===== src/rtl/xlat_pkg.sv =====
// Shared encodings for the translation cache: access kinds, rights-bit
// positions and the permission decision. Assumes three rights bits.
package xlat_pkg;

    localparam int PERM_W = 3;
    localparam int PERM_RD = 0;
    localparam int PERM_WR = 1;
    localparam int PERM_EX = 2;

    typedef enum logic [1:0] {
        ACC_LOAD  = 2'd0,
        ACC_STORE = 2'd1,
        ACC_FETCH = 2'd2,
        ACC_RSVD  = 2'd3
    } acc_kind_e;

    // Decide whether a rights field allows a given access kind.
    function automatic logic access_ok(input logic [PERM_W-1:0] perm,
                                       input logic [1:0] kind);
        logic ok;
        case (acc_kind_e'(kind))
            ACC_LOAD:  ok = perm[PERM_RD];
            ACC_STORE: ok = perm[PERM_WR];
            ACC_FETCH: ok = perm[PERM_EX];
            default:   ok = 1'b0;
        endcase
        return ok;
    endfunction

endpackage


===== src/rtl/xlat_match.sv =====
// Parallel tag comparator: one comparator per slot checks occupancy, page
// number and identifier against a key. Purely combinational. Assumes the
// caller keeps at most one occupied slot per page/identifier pair.
module xlat_match #(
    parameter int unsigned N      = 16,
    parameter int unsigned VPN_W  = 20,
    parameter int unsigned ASID_W = 8
) (
    input  logic [N-1:0]      valid_i,
    input  logic [VPN_W-1:0]  vpn_i  [N],
    input  logic [ASID_W-1:0] asid_i [N],
    input  logic [VPN_W-1:0]  key_vpn_i,
    input  logic [ASID_W-1:0] key_asid_i,
    output logic [N-1:0]      match_o
);

    for (genvar g = 0; g < N; g++) begin : g_cmp
        // Compare one slot's tag with the key.
        assign match_o[g] = valid_i[g]
                          && (vpn_i[g] == key_vpn_i)
                          && (asid_i[g] == key_asid_i);
    end

endmodule


===== src/rtl/xlat_victim.sv =====
// Refill slot selection. Priority: the slot already holding the same tag,
// then the lowest-numbered empty slot, then a pseudo-random slot.
// The random source is a de Bruijn-extended LFSR that walks all 2**IDX_W
// states, so every slot can be picked. Assumes N == 2**IDX_W and IDX_W >= 2,
// and that TAPS is a maximal-length tap set for IDX_W.
module xlat_victim #(
    parameter int unsigned   N     = 16,
    parameter int unsigned   IDX_W = 4,
    parameter logic [IDX_W-1:0] TAPS = 4'b1001
) (
    input  logic             clk,
    input  logic             rst_n,
    input  logic [N-1:0]     valid_i,
    input  logic [N-1:0]     dup_i,
    output logic [IDX_W-1:0] idx_o
);

    logic [IDX_W-1:0] rnd_q;
    logic             rnd_fb;
    logic [IDX_W-1:0] free_idx;
    logic [IDX_W-1:0] dup_idx;
    logic             any_free;
    logic             any_dup;

    // Feedback bit, with the all-low-bits term that adds the zero state.
    assign rnd_fb = (^(rnd_q & TAPS)) ^ (rnd_q[IDX_W-2:0] == '0);

    // Free-running sequence, advancing every cycle.
    always_ff @(posedge clk) begin
        if (!rst_n) rnd_q <= IDX_W'(1);
        else        rnd_q <= {rnd_q[IDX_W-2:0], rnd_fb};
    end

    // Lowest empty slot and index of a resident duplicate.
    always_comb begin
        free_idx = '0;
        dup_idx  = '0;
        for (int i = N - 1; i >= 0; i--) begin
            if (!valid_i[i]) free_idx = IDX_W'(i);
            if (dup_i[i])    dup_idx  = IDX_W'(i);
        end
    end

    assign any_free = ~&valid_i;
    assign any_dup  = |dup_i;

    // Apply the selection priority.
    always_comb begin
        if (any_dup)       idx_o = dup_idx;
        else if (any_free) idx_o = free_idx;
        else               idx_o = rnd_q;
    end

endmodule


===== src/rtl/xlat_store.sv =====
// Slot storage: occupancy bit, tag, physical page and rights per slot.
// Flushes act at the clock edge and take precedence over a write to the
// same slot; the top only asserts wr_en_i when no flush is requested.
module xlat_store #(
    parameter int unsigned N      = 16,
    parameter int unsigned IDX_W  = 4,
    parameter int unsigned VPN_W  = 20,
    parameter int unsigned PPN_W  = 20,
    parameter int unsigned ASID_W = 8,
    parameter int unsigned PERM_W = 3
) (
    input  logic              clk,
    input  logic              rst_n,
    input  logic              wr_en_i,
    input  logic [IDX_W-1:0]  wr_idx_i,
    input  logic [VPN_W-1:0]  wr_vpn_i,
    input  logic [ASID_W-1:0] wr_asid_i,
    input  logic [PPN_W-1:0]  wr_ppn_i,
    input  logic [PERM_W-1:0] wr_perm_i,
    input  logic              fl_all_i,
    input  logic              fl_sel_i,
    input  logic [ASID_W-1:0] fl_asid_i,
    output logic [N-1:0]      valid_o,
    output logic [VPN_W-1:0]  vpn_o  [N],
    output logic [ASID_W-1:0] asid_o [N],
    output logic [PPN_W-1:0]  ppn_o  [N],
    output logic [PERM_W-1:0] perm_o [N]
);

    for (genvar g = 0; g < N; g++) begin : g_slot
        logic wr_here;
        logic kill_here;

        assign wr_here   = wr_en_i && (wr_idx_i == IDX_W'(g));
        assign kill_here = fl_all_i || (fl_sel_i && (asid_o[g] == fl_asid_i));

        // Occupancy: cleared by reset or flush, set by a write.
        always_ff @(posedge clk) begin
            if (!rst_n)         valid_o[g] <= 1'b0;
            else if (kill_here) valid_o[g] <= 1'b0;
            else if (wr_here)   valid_o[g] <= 1'b1;
        end

        // Payload: loaded on a write to this slot.
        always_ff @(posedge clk) begin
            if (!rst_n) begin
                vpn_o[g]  <= '0;
                asid_o[g] <= '0;
                ppn_o[g]  <= '0;
                perm_o[g] <= '0;
            end else if (wr_here) begin
                vpn_o[g]  <= wr_vpn_i;
                asid_o[g] <= wr_asid_i;
                ppn_o[g]  <= wr_ppn_i;
                perm_o[g] <= wr_perm_i;
            end
        end
    end

endmodule


===== src/rtl/xlat_tlb.sv =====
// Top of the identifier-tagged translation cache. Lookup is combinational
// against all slots; refill and flush act at the clock edge, flush first.
// Assumes N is a power of two of at least 4 and that the refill source
// never presents an invalid translation.
module xlat_tlb #(
    parameter int unsigned N        = 16,
    parameter int unsigned VPN_W    = 20,
    parameter int unsigned PPN_W    = 20,
    parameter int unsigned ASID_W   = 8,
    parameter int unsigned OFF_W    = 12,
    parameter int unsigned RND_TAPS = 9
) (
    input  logic                    clk,
    input  logic                    rst_n,
    input  logic                    lk_valid,
    input  logic [VPN_W-1:0]        lk_vpn,
    input  logic [ASID_W-1:0]       lk_asid,
    input  logic [1:0]              lk_kind,
    input  logic [OFF_W-1:0]        lk_offset,
    output logic                    lk_hit,
    output logic                    lk_miss,
    output logic                    lk_fault,
    output logic [PPN_W+OFF_W-1:0]  lk_paddr,
    input  logic                    rf_valid,
    input  logic [VPN_W-1:0]        rf_vpn,
    input  logic [ASID_W-1:0]       rf_asid,
    input  logic [PPN_W-1:0]        rf_ppn,
    input  logic [2:0]              rf_perm,
    input  logic                    fl_valid,
    input  logic                    fl_by_asid,
    input  logic [ASID_W-1:0]       fl_asid
);

    import xlat_pkg::*;

    localparam int unsigned IDX_W = $clog2(N);
    localparam int unsigned PA_W  = PPN_W + OFF_W;

    logic [N-1:0]      ent_valid;
    logic [VPN_W-1:0]  ent_vpn  [N];
    logic [ASID_W-1:0] ent_asid [N];
    logic [PPN_W-1:0]  ent_ppn  [N];
    logic [PERM_W-1:0] ent_perm [N];

    logic [N-1:0]      lk_match;
    logic [N-1:0]      rf_match;
    logic [IDX_W-1:0]  rf_idx;
    logic              rf_take;
    logic              fl_all;
    logic              fl_sel;
    logic [PPN_W-1:0]  sel_ppn;
    logic [PERM_W-1:0] sel_perm;
    logic              found;
    logic              allowed;

    // Flush wins over refill in the same cycle.
    assign rf_take = rf_valid && !fl_valid;
    assign fl_all  = fl_valid && !fl_by_asid;
    assign fl_sel  = fl_valid && fl_by_asid;

    xlat_store #(
        .N(N), .IDX_W(IDX_W), .VPN_W(VPN_W), .PPN_W(PPN_W),
        .ASID_W(ASID_W), .PERM_W(PERM_W)
    ) u_store (
        .clk(clk), .rst_n(rst_n),
        .wr_en_i(rf_take), .wr_idx_i(rf_idx),
        .wr_vpn_i(rf_vpn), .wr_asid_i(rf_asid),
        .wr_ppn_i(rf_ppn), .wr_perm_i(rf_perm),
        .fl_all_i(fl_all), .fl_sel_i(fl_sel), .fl_asid_i(fl_asid),
        .valid_o(ent_valid), .vpn_o(ent_vpn), .asid_o(ent_asid),
        .ppn_o(ent_ppn), .perm_o(ent_perm)
    );

    xlat_match #(.N(N), .VPN_W(VPN_W), .ASID_W(ASID_W)) u_lk_match (
        .valid_i(ent_valid), .vpn_i(ent_vpn), .asid_i(ent_asid),
        .key_vpn_i(lk_vpn), .key_asid_i(lk_asid), .match_o(lk_match)
    );

    xlat_match #(.N(N), .VPN_W(VPN_W), .ASID_W(ASID_W)) u_rf_match (
        .valid_i(ent_valid), .vpn_i(ent_vpn), .asid_i(ent_asid),
        .key_vpn_i(rf_vpn), .key_asid_i(rf_asid), .match_o(rf_match)
    );

    xlat_victim #(.N(N), .IDX_W(IDX_W), .TAPS(IDX_W'(RND_TAPS))) u_victim (
        .clk(clk), .rst_n(rst_n),
        .valid_i(ent_valid), .dup_i(rf_match), .idx_o(rf_idx)
    );

    // One-hot select of the matching slot's page and rights.
    always_comb begin
        sel_ppn  = '0;
        sel_perm = '0;
        for (int i = 0; i < N; i++) begin
            if (lk_match[i]) begin
                sel_ppn  = sel_ppn  | ent_ppn[i];
                sel_perm = sel_perm | ent_perm[i];
            end
        end
    end

    assign found   = |lk_match;
    assign allowed = access_ok(sel_perm, lk_kind);

    // Classify the lookup and form the physical address.
    always_comb begin
        lk_hit   = lk_valid && found && allowed;
        lk_fault = lk_valid && found && !allowed;
        lk_miss  = lk_valid && !found;
        lk_paddr = lk_hit ? {sel_ppn, lk_offset} : PA_W'(0);
    end

endmodule


===== config.mk =====
export PLATFORM = sky130hd
export DESIGN_NAME = xlat_tlb
export DESIGN_NICKNAME = d
export VERILOG_FILES = /design/src/rtl/xlat_pkg.sv /design/src/rtl/xlat_match.sv /design/src/rtl/xlat_victim.sv /design/src/rtl/xlat_store.sv /design/src/rtl/xlat_tlb.sv
export SDC_FILE = /design/constraint.sdc
export NUM_CORES = 2
export LEC_CHECK = 0
export ABC_AREA = 1
export BUFFER_PORTS_ARGS = -buffer_cell sky130_fd_sc_hd__buf_2
export CAP_MARGIN = 5
export CORE_MARGIN = 5
export CORE_UTILIZATION = 40
export CTS_CLUSTER_SIZE = 8
export DETAILED_ROUTE_END_ITERATION = 8
export PLACE_DENSITY = 0.59
export SETUP_SLACK_MARGIN = 0.2
export SYNTH_ARGS = -nofsm -noshare
export SYNTH_HDL_FRONTEND = slang
export SYNTH_HIERARCHICAL = 1
export SYNTH_SLANG_ARGS = --single-unit

===== constraint.sdc =====
create_clock -name clk -period 5 [get_ports clk]
set_clock_uncertainty 0.2 [all_clocks]
set_input_delay 0.75 -clock clk [delete_from_list [all_inputs] [get_ports clk]]
set_output_delay 0.75 -clock clk [all_outputs]
set_load 0.02 [all_outputs]

-- Word-level counts from Yosys, hierarchy flattened
Index checks and enable logic that the tools add are counted.
- eq/ne operators: 97
- mux-type cells: 68
- bitwise gates (word level): 32
- reductions and logical operators: 146
- operators by type and width (cell ; number):
    == test 20 bit ; 32
    == test 8 bit ; 48
    two-way mux 20 bit ; 16
    bitwise OR 20 bit ; 15
    two-way mux 4 bit ; 34
    logical AND 1 bit ; 103
    two-way mux 3 bit ; 16
    bitwise OR 3 bit ; 15
    == test 4 bit (second input constant) ; 8
    two-way mux 32 bit ; 1
    OR reduction 16 bit ; 2
    OR reduction 2 bit ; 16
    == test 4 x 3 -> 1 bit (second input constant) ; 4
    logical OR 1 bit ; 16
    AND reduction 16 bit ; 1
    == test 4 x 2 -> 1 bit (second input constant) ; 2
    == test 4 x 1 -> 1 bit (second input constant) ; 1
    zero test 1 bit ; 4
    zero test 4 bit ; 1
    parity 4 bit ; 1
    zero test 3 bit ; 1
    case mux 1 bit (3 select lines) ; 1
    == test 2 x 1 -> 1 bit (second input constant) ; 1
    == test 2 bit (second input constant) ; 1
    3 further kinds ; 3
- register bits: 836
- bits of input ports: 107
- output and inout port bits: 35

-- Logic depth before layout (Yosys ltp)
- depth in word-level cells: 37
- gate-level depth with buffers: 37
- mapped depth without buffers: 33

-- Hierarchy
The synthesis kept the hierarchy.
- by module, submodules not included (module ; times used ; cells an instance ; area each (sq um) ; seq. area each (sq um)):
    xlat_store ; 1 ; 4111 ; 30664.4 ; 16656.0
    xlat_match ; 2 ; 2068 ; 8244.2 ; 0.0
    xlat_tlb ; 1 ; 499 ; 2761.4 ; 0.0
    xlat_victim ; 1 ; 115 ; 569.3 ; 80.1

-- Worst setup path before layout
No wires, ideal clock.
- path type: in2reg
- start: input rf_vpn[9]
- end: register u_store/vpn_o[214] (netlist bit)
- setup time: 0.116 ns
- arrival: 3.331 ns
- required time: 4.684 ns
- setup slack: 1.353 ns
- cell stages on the path: 34
- cells stage by stage: buf_4 > inv_2 > buf_2 > o21ai_0 > nor2_1 > nand2_1 > nor2_1 > nand2_1 > nor2_1 > inv_1 > nand2_1 > nand2_1 > nand2_1 > nand2_1 > nand2_1 > nand2_1 > nand2_1 > nand2_1 > nand2_1 > nand2_1 > nand2_1 > nand2_1 > nand2_1 > nand2_1 > nand2_1 > nand2_1 > inv_1 > inv_2 > nor2_4 > nand3_2 > buf_2 > clkbuf_1 > o21ai_0 > nor2_1
- elaborated cells on any way between the ends: 68
- those cells by class: 17 x eq/ne; 17 x mux; 34 x reduce/logical
- RTL lines (element ; RTL line ; RTL):
    start, declared ; xlat_tlb.sv:25 ; input logic [VPN_W-1:0] rf_vpn,
    == test 20 bit (*) ; xlat_match.sv:20 ; && (vpn_i[g] == key_vpn_i)
    logical AND 1 bit (*) ; xlat_match.sv:20 ;
    logical AND 1 bit (*) ; xlat_match.sv:21 ; && (asid_i[g] == key_asid_i);
    via rf_match[13] ; xlat_tlb.sv:46 ; logic [N-1:0] rf_match;
    two-way mux 4 bit (14 in series) ; xlat_victim.sv:40 ; if (dup_i[i]) dup_idx = IDX_W'(i);
    two-way mux 4 bit (*) ; xlat_victim.sv:49 ; if (any_dup) idx_o = dup_idx;
    via rf_idx[0] ; xlat_tlb.sv:47 ; logic [IDX_W-1:0] rf_idx;
    == test 4 x 3 -> 1 bit (*) ; xlat_store.sv:34 ; assign wr_here = wr_en_i && (wr_idx_i == IDX_W'(g));
    logical AND 1 bit (*) ; xlat_store.sv:34 ;
    end signal, assigned by index ; xlat_store.sv:52 ; vpn_o[g] <= wr_vpn_i;
    end, declared ; xlat_store.sv:24 ; output logic [VPN_W-1:0] vpn_o [N],
Mark *: on every way through the listed nets, which the timed path passes. The rest lies on a longest branch.
A chain may end at the register's enable or synchronous reset.

-- Worst setup path in the final report
- start: input lk_asid[2]
- end: output lk_paddr[12]
- elaborated cells on any way between the ends: 99
- those cells by class: 16 x eq/ne; 34 x mux; 30 x bitwise; 19 x reduce/logical
- RTL lines (element ; RTL line ; RTL):
    start, declared ; xlat_tlb.sv:17 ; input logic [ASID_W-1:0] lk_asid,
    == test 8 bit (*) ; xlat_match.sv:21 ;
    logical AND 1 bit (*) ; xlat_match.sv:21 ;
    via lk_match[10] ; xlat_tlb.sv:45 ; logic [N-1:0] lk_match;
    two-way mux 3 bit ; xlat_tlb.sv:94 ; if (lk_match[i]) begin
    bitwise OR 3 bit ; xlat_tlb.sv:96 ; sel_perm = sel_perm | ent_perm[i];
    two-way mux 3 bit ; xlat_tlb.sv:94 ;
    bitwise OR 3 bit ; xlat_tlb.sv:96 ;
    two-way mux 3 bit ; xlat_tlb.sv:94 ;
    bitwise OR 3 bit ; xlat_tlb.sv:96 ;
    two-way mux 3 bit ; xlat_tlb.sv:94 ;
    bitwise OR 3 bit ; xlat_tlb.sv:96 ;
    two-way mux 3 bit ; xlat_tlb.sv:94 ;
    bitwise OR 3 bit ; xlat_tlb.sv:96 ;
    two-way mux 3 bit ; xlat_tlb.sv:94 ;
    case mux 1 bit (3 select lines) ; xlat_pkg.sv:21 ; case (acc_kind_e'(kind))
    logical AND 1 bit ; xlat_tlb.sv:106 ; lk_hit = lk_valid && found && allowed;
    two-way mux 32 bit (*) ; xlat_tlb.sv:109 ; lk_paddr = lk_hit ? {sel_ppn, lk_offset} : PA_W'(0);
    end, declared ; xlat_tlb.sv:23 ; output logic [PPN_W+OFF_W-1:0] lk_paddr,
Marks and branches as above.

==> results.toml <==
[drt]
dr_wl_met2_mm = 126
drt_wl_total_mm = 298
drc = 0
vias = 59900
wl_met3_mm = 34.3
wire_per_inst_um = 27.8
avgViaCountPerCell = 5.58
maxUsedRoutingLayer = "met5"
drtAntennaViolNets = 0
drt-met1-wl_mm = 114
drt-initial-drc-count = 8542
first_pass_iters = 7

[floorplanning]
start_util = 0.402
ios = 142
num_rows = 130
design.core.area_mm2 = 0.126
die_h_um = 365
die_x_um = 365
die-area_mm2 = 0.133

[clocking]
cts_hold_buf = 0
cts_tree = "done"
cts_buffers = 117
cts_root_buf = "clkbuf_16"
clock-sinks = 836
cts_htree_levels = 3
worstSkewPairLatency_ps = 790
clkTransAtPathRegs_ps = 50
max-clock-path-buffers = 3

[yosys]
yosysTopAreaCellShare = 0.332
synth-simple-area-share = 0.394
ys_warn_count = 6
synth_mux_area_frac = 0
synth_top_family_by_area = "simple AND/OR/NAND/NOR gates"
synth_common_cells = "nand2_1, nor2_1, inv_1"
syn_nets = 8968
synth_seq_cells = 836
synth_cells = 8861
ys.flop_type = "dfxtp_1"
synth_compound_area_frac = 0.141
synth_edf_count = 0
yosysTopAreaCell = "dfxtp_1"
synth_xor_area_frac = 0.0144
avgSynthCellArea_um2 = 5.70
ys_types = 37
ys_seq_area_frac = 0.332
ys_async_sr_fraction = 0
synth.most_common_cell = "nand2_1"
syn_area_mm2 = 0.0505
ys_top_cells_by_area = "dfxtp_1, nand2_1, nor2_1"
synthAdderAreaFrac = 0

[placement]
place_inst = 10600
place_ws_ps = -315
numPortBuffers = 141
hpwl_mm = 205
gp_congestion = 1.04

[power_and_ir_drop]
pwr_density_cell_mw_per_mm2 = 275
leakage_nw = 26.0
ir_worst_vdd_v = 0.000320

[worst_setup_path]
start_kind = "primary input"
criticalPathCategory = "primary input to output port"
crit_fanout = 10
worstPathRequired_ps = 4050
cp-end-kind = "output port"
arrival_ps = 3790

[finish]
syn_to_final_growth_pct = 17.2
fin_cells = 10700
multi_input_area_mm2 = 0.0279
seq_area_mm2 = 0.0167
drive_gt1_frac = 0.0929
layout.nets = 9153
nFillCells = 13400

[grt]
grt_max_degree = 220
grt_pass1_wl_mm = 410
track_usage = 0.431
grt_antenna_before_repair = 20
first_global_vias = 53700
gr-total-overflow = 0

[timing]
setup_viol = 0
hold_slack_ps = 160
fin_ws_ps = 261
hold_violations = 0
max_slew_margin = 0.146
drv_slew = 0
min_period_ps = 4740
tightest_slew_ps = 1280
fmax_mhz = 211
tns_ps = 0
finalCritPeriodShare = 0.948
rsz0062_at_grt = "true"

[worst_hold_path]
hold_path.class = "primary input to flip-flop"

[job]
cap_viol_max_count = 0

[outcome]
status = "completed"
[timing repair]
action,CTS,global route
resized for setup,2,8
setup buffers,1,2
pin swaps,1,1
setup endpoints to repair,33,86
[layer usage]
layer | GRT usage | up-vias
met5 | 0 | -
met4 | 0.291 | 12
met3 | 0.101 | 1053
met2 | 0.658 | 3995
met1 | 0.541 | 27500
li1 | - | 27300
[metrics by stage]
stage	util	cell area (um^2)	power [mW]
4_1_cts	0.471	59100	16.2
2_1_floorplan	-	50500	7.76
6_report	0.471	59200	16.3
3_5_place_dp	0.445	55800	8.77
3_3_place_gp	0.445	55800	8.77
5_1_grt	0.471	59200	16.6
[power breakdown]
group	total [mW]	switching (mW)	internal, mW
clock network	7.55	3.30	4.25
registers	6.74	0.0416	6.70
logic	1.99	1.48	0.511
[cells in the final DEF (no fill, tap or decap), types with 11 or more instances in the layout]
cell type,instances
nor2_1,2113
o211ai_1,32
a22o_1,161
nand2_1,2986
xnor2_1,69
buf_4,308
clkbuf_16,117
diode_2,11
dfxtp_1,831
o21ai_1,117
nand3_1,78
a21oi_1,164
buf_12,134
nor2_4,22
inv_1,842
inv_2,68
buf_2,140
xor2_1,14
o21ai_0,797
[final timing paths]
check,startpoint,to,slack (ps),cells past startpoint
setup / recovery,lk_asid[2],lk_paddr[12],260,20
hold / removal,rf_ppn[5],u_store/ppn_o[305],160,3
setup reg to reg,u_store/asid_o[6],u_store/perm_o[4],490,22
hold reg to reg,u_victim/rnd_q[2],u_victim/rnd_q[3],250,2
[critical path, stage by stage]
cell	delay (ps)
buf_2	130
inv_2	500
buf_4	300
nand2_1	60
nand2_1	70
nor2_1	60
nand2_1	120
nor2_1	60
buf_4	170
nand2_1	110
nor2_4	60
buf_12	150
buf_4	200
buf_4	170
a22o_1	180
nor2_1	160
nand2_1	100
nor2_1	160
nor2_1	80
buf_2	160
[sequential cells by signal, summed over array words and instances, names as in the netlist]
name and count:
u_victim/rnd_q 4, u_store/asid_o 128, u_store/perm_o 48, u_store/ppn_o 320, u_store/valid_o 16, u_store/vpn_o 320
[cell type report]
class | count | area share
antenna | 11 | 0.000465
clock buffer | 132 | 0.0516
clock inverter | 8 | 0.00321
inverter | 913 | 0.0580
multi-input combinational | 6594 | 0.472
sequential | 836 | 0.283
tap | 1650 | 0.0349
timing repair buffer | 584 | 0.0967
[logic make-up after synthesis]
family | Yosys count
DFF | 836
and+or+nand+nor | 5233
buffers and inverters | 1431
AOI/OAI and AO/OA | 1278
xor gates and xnor gates | 83
Power figures use the tool's default switching activity.
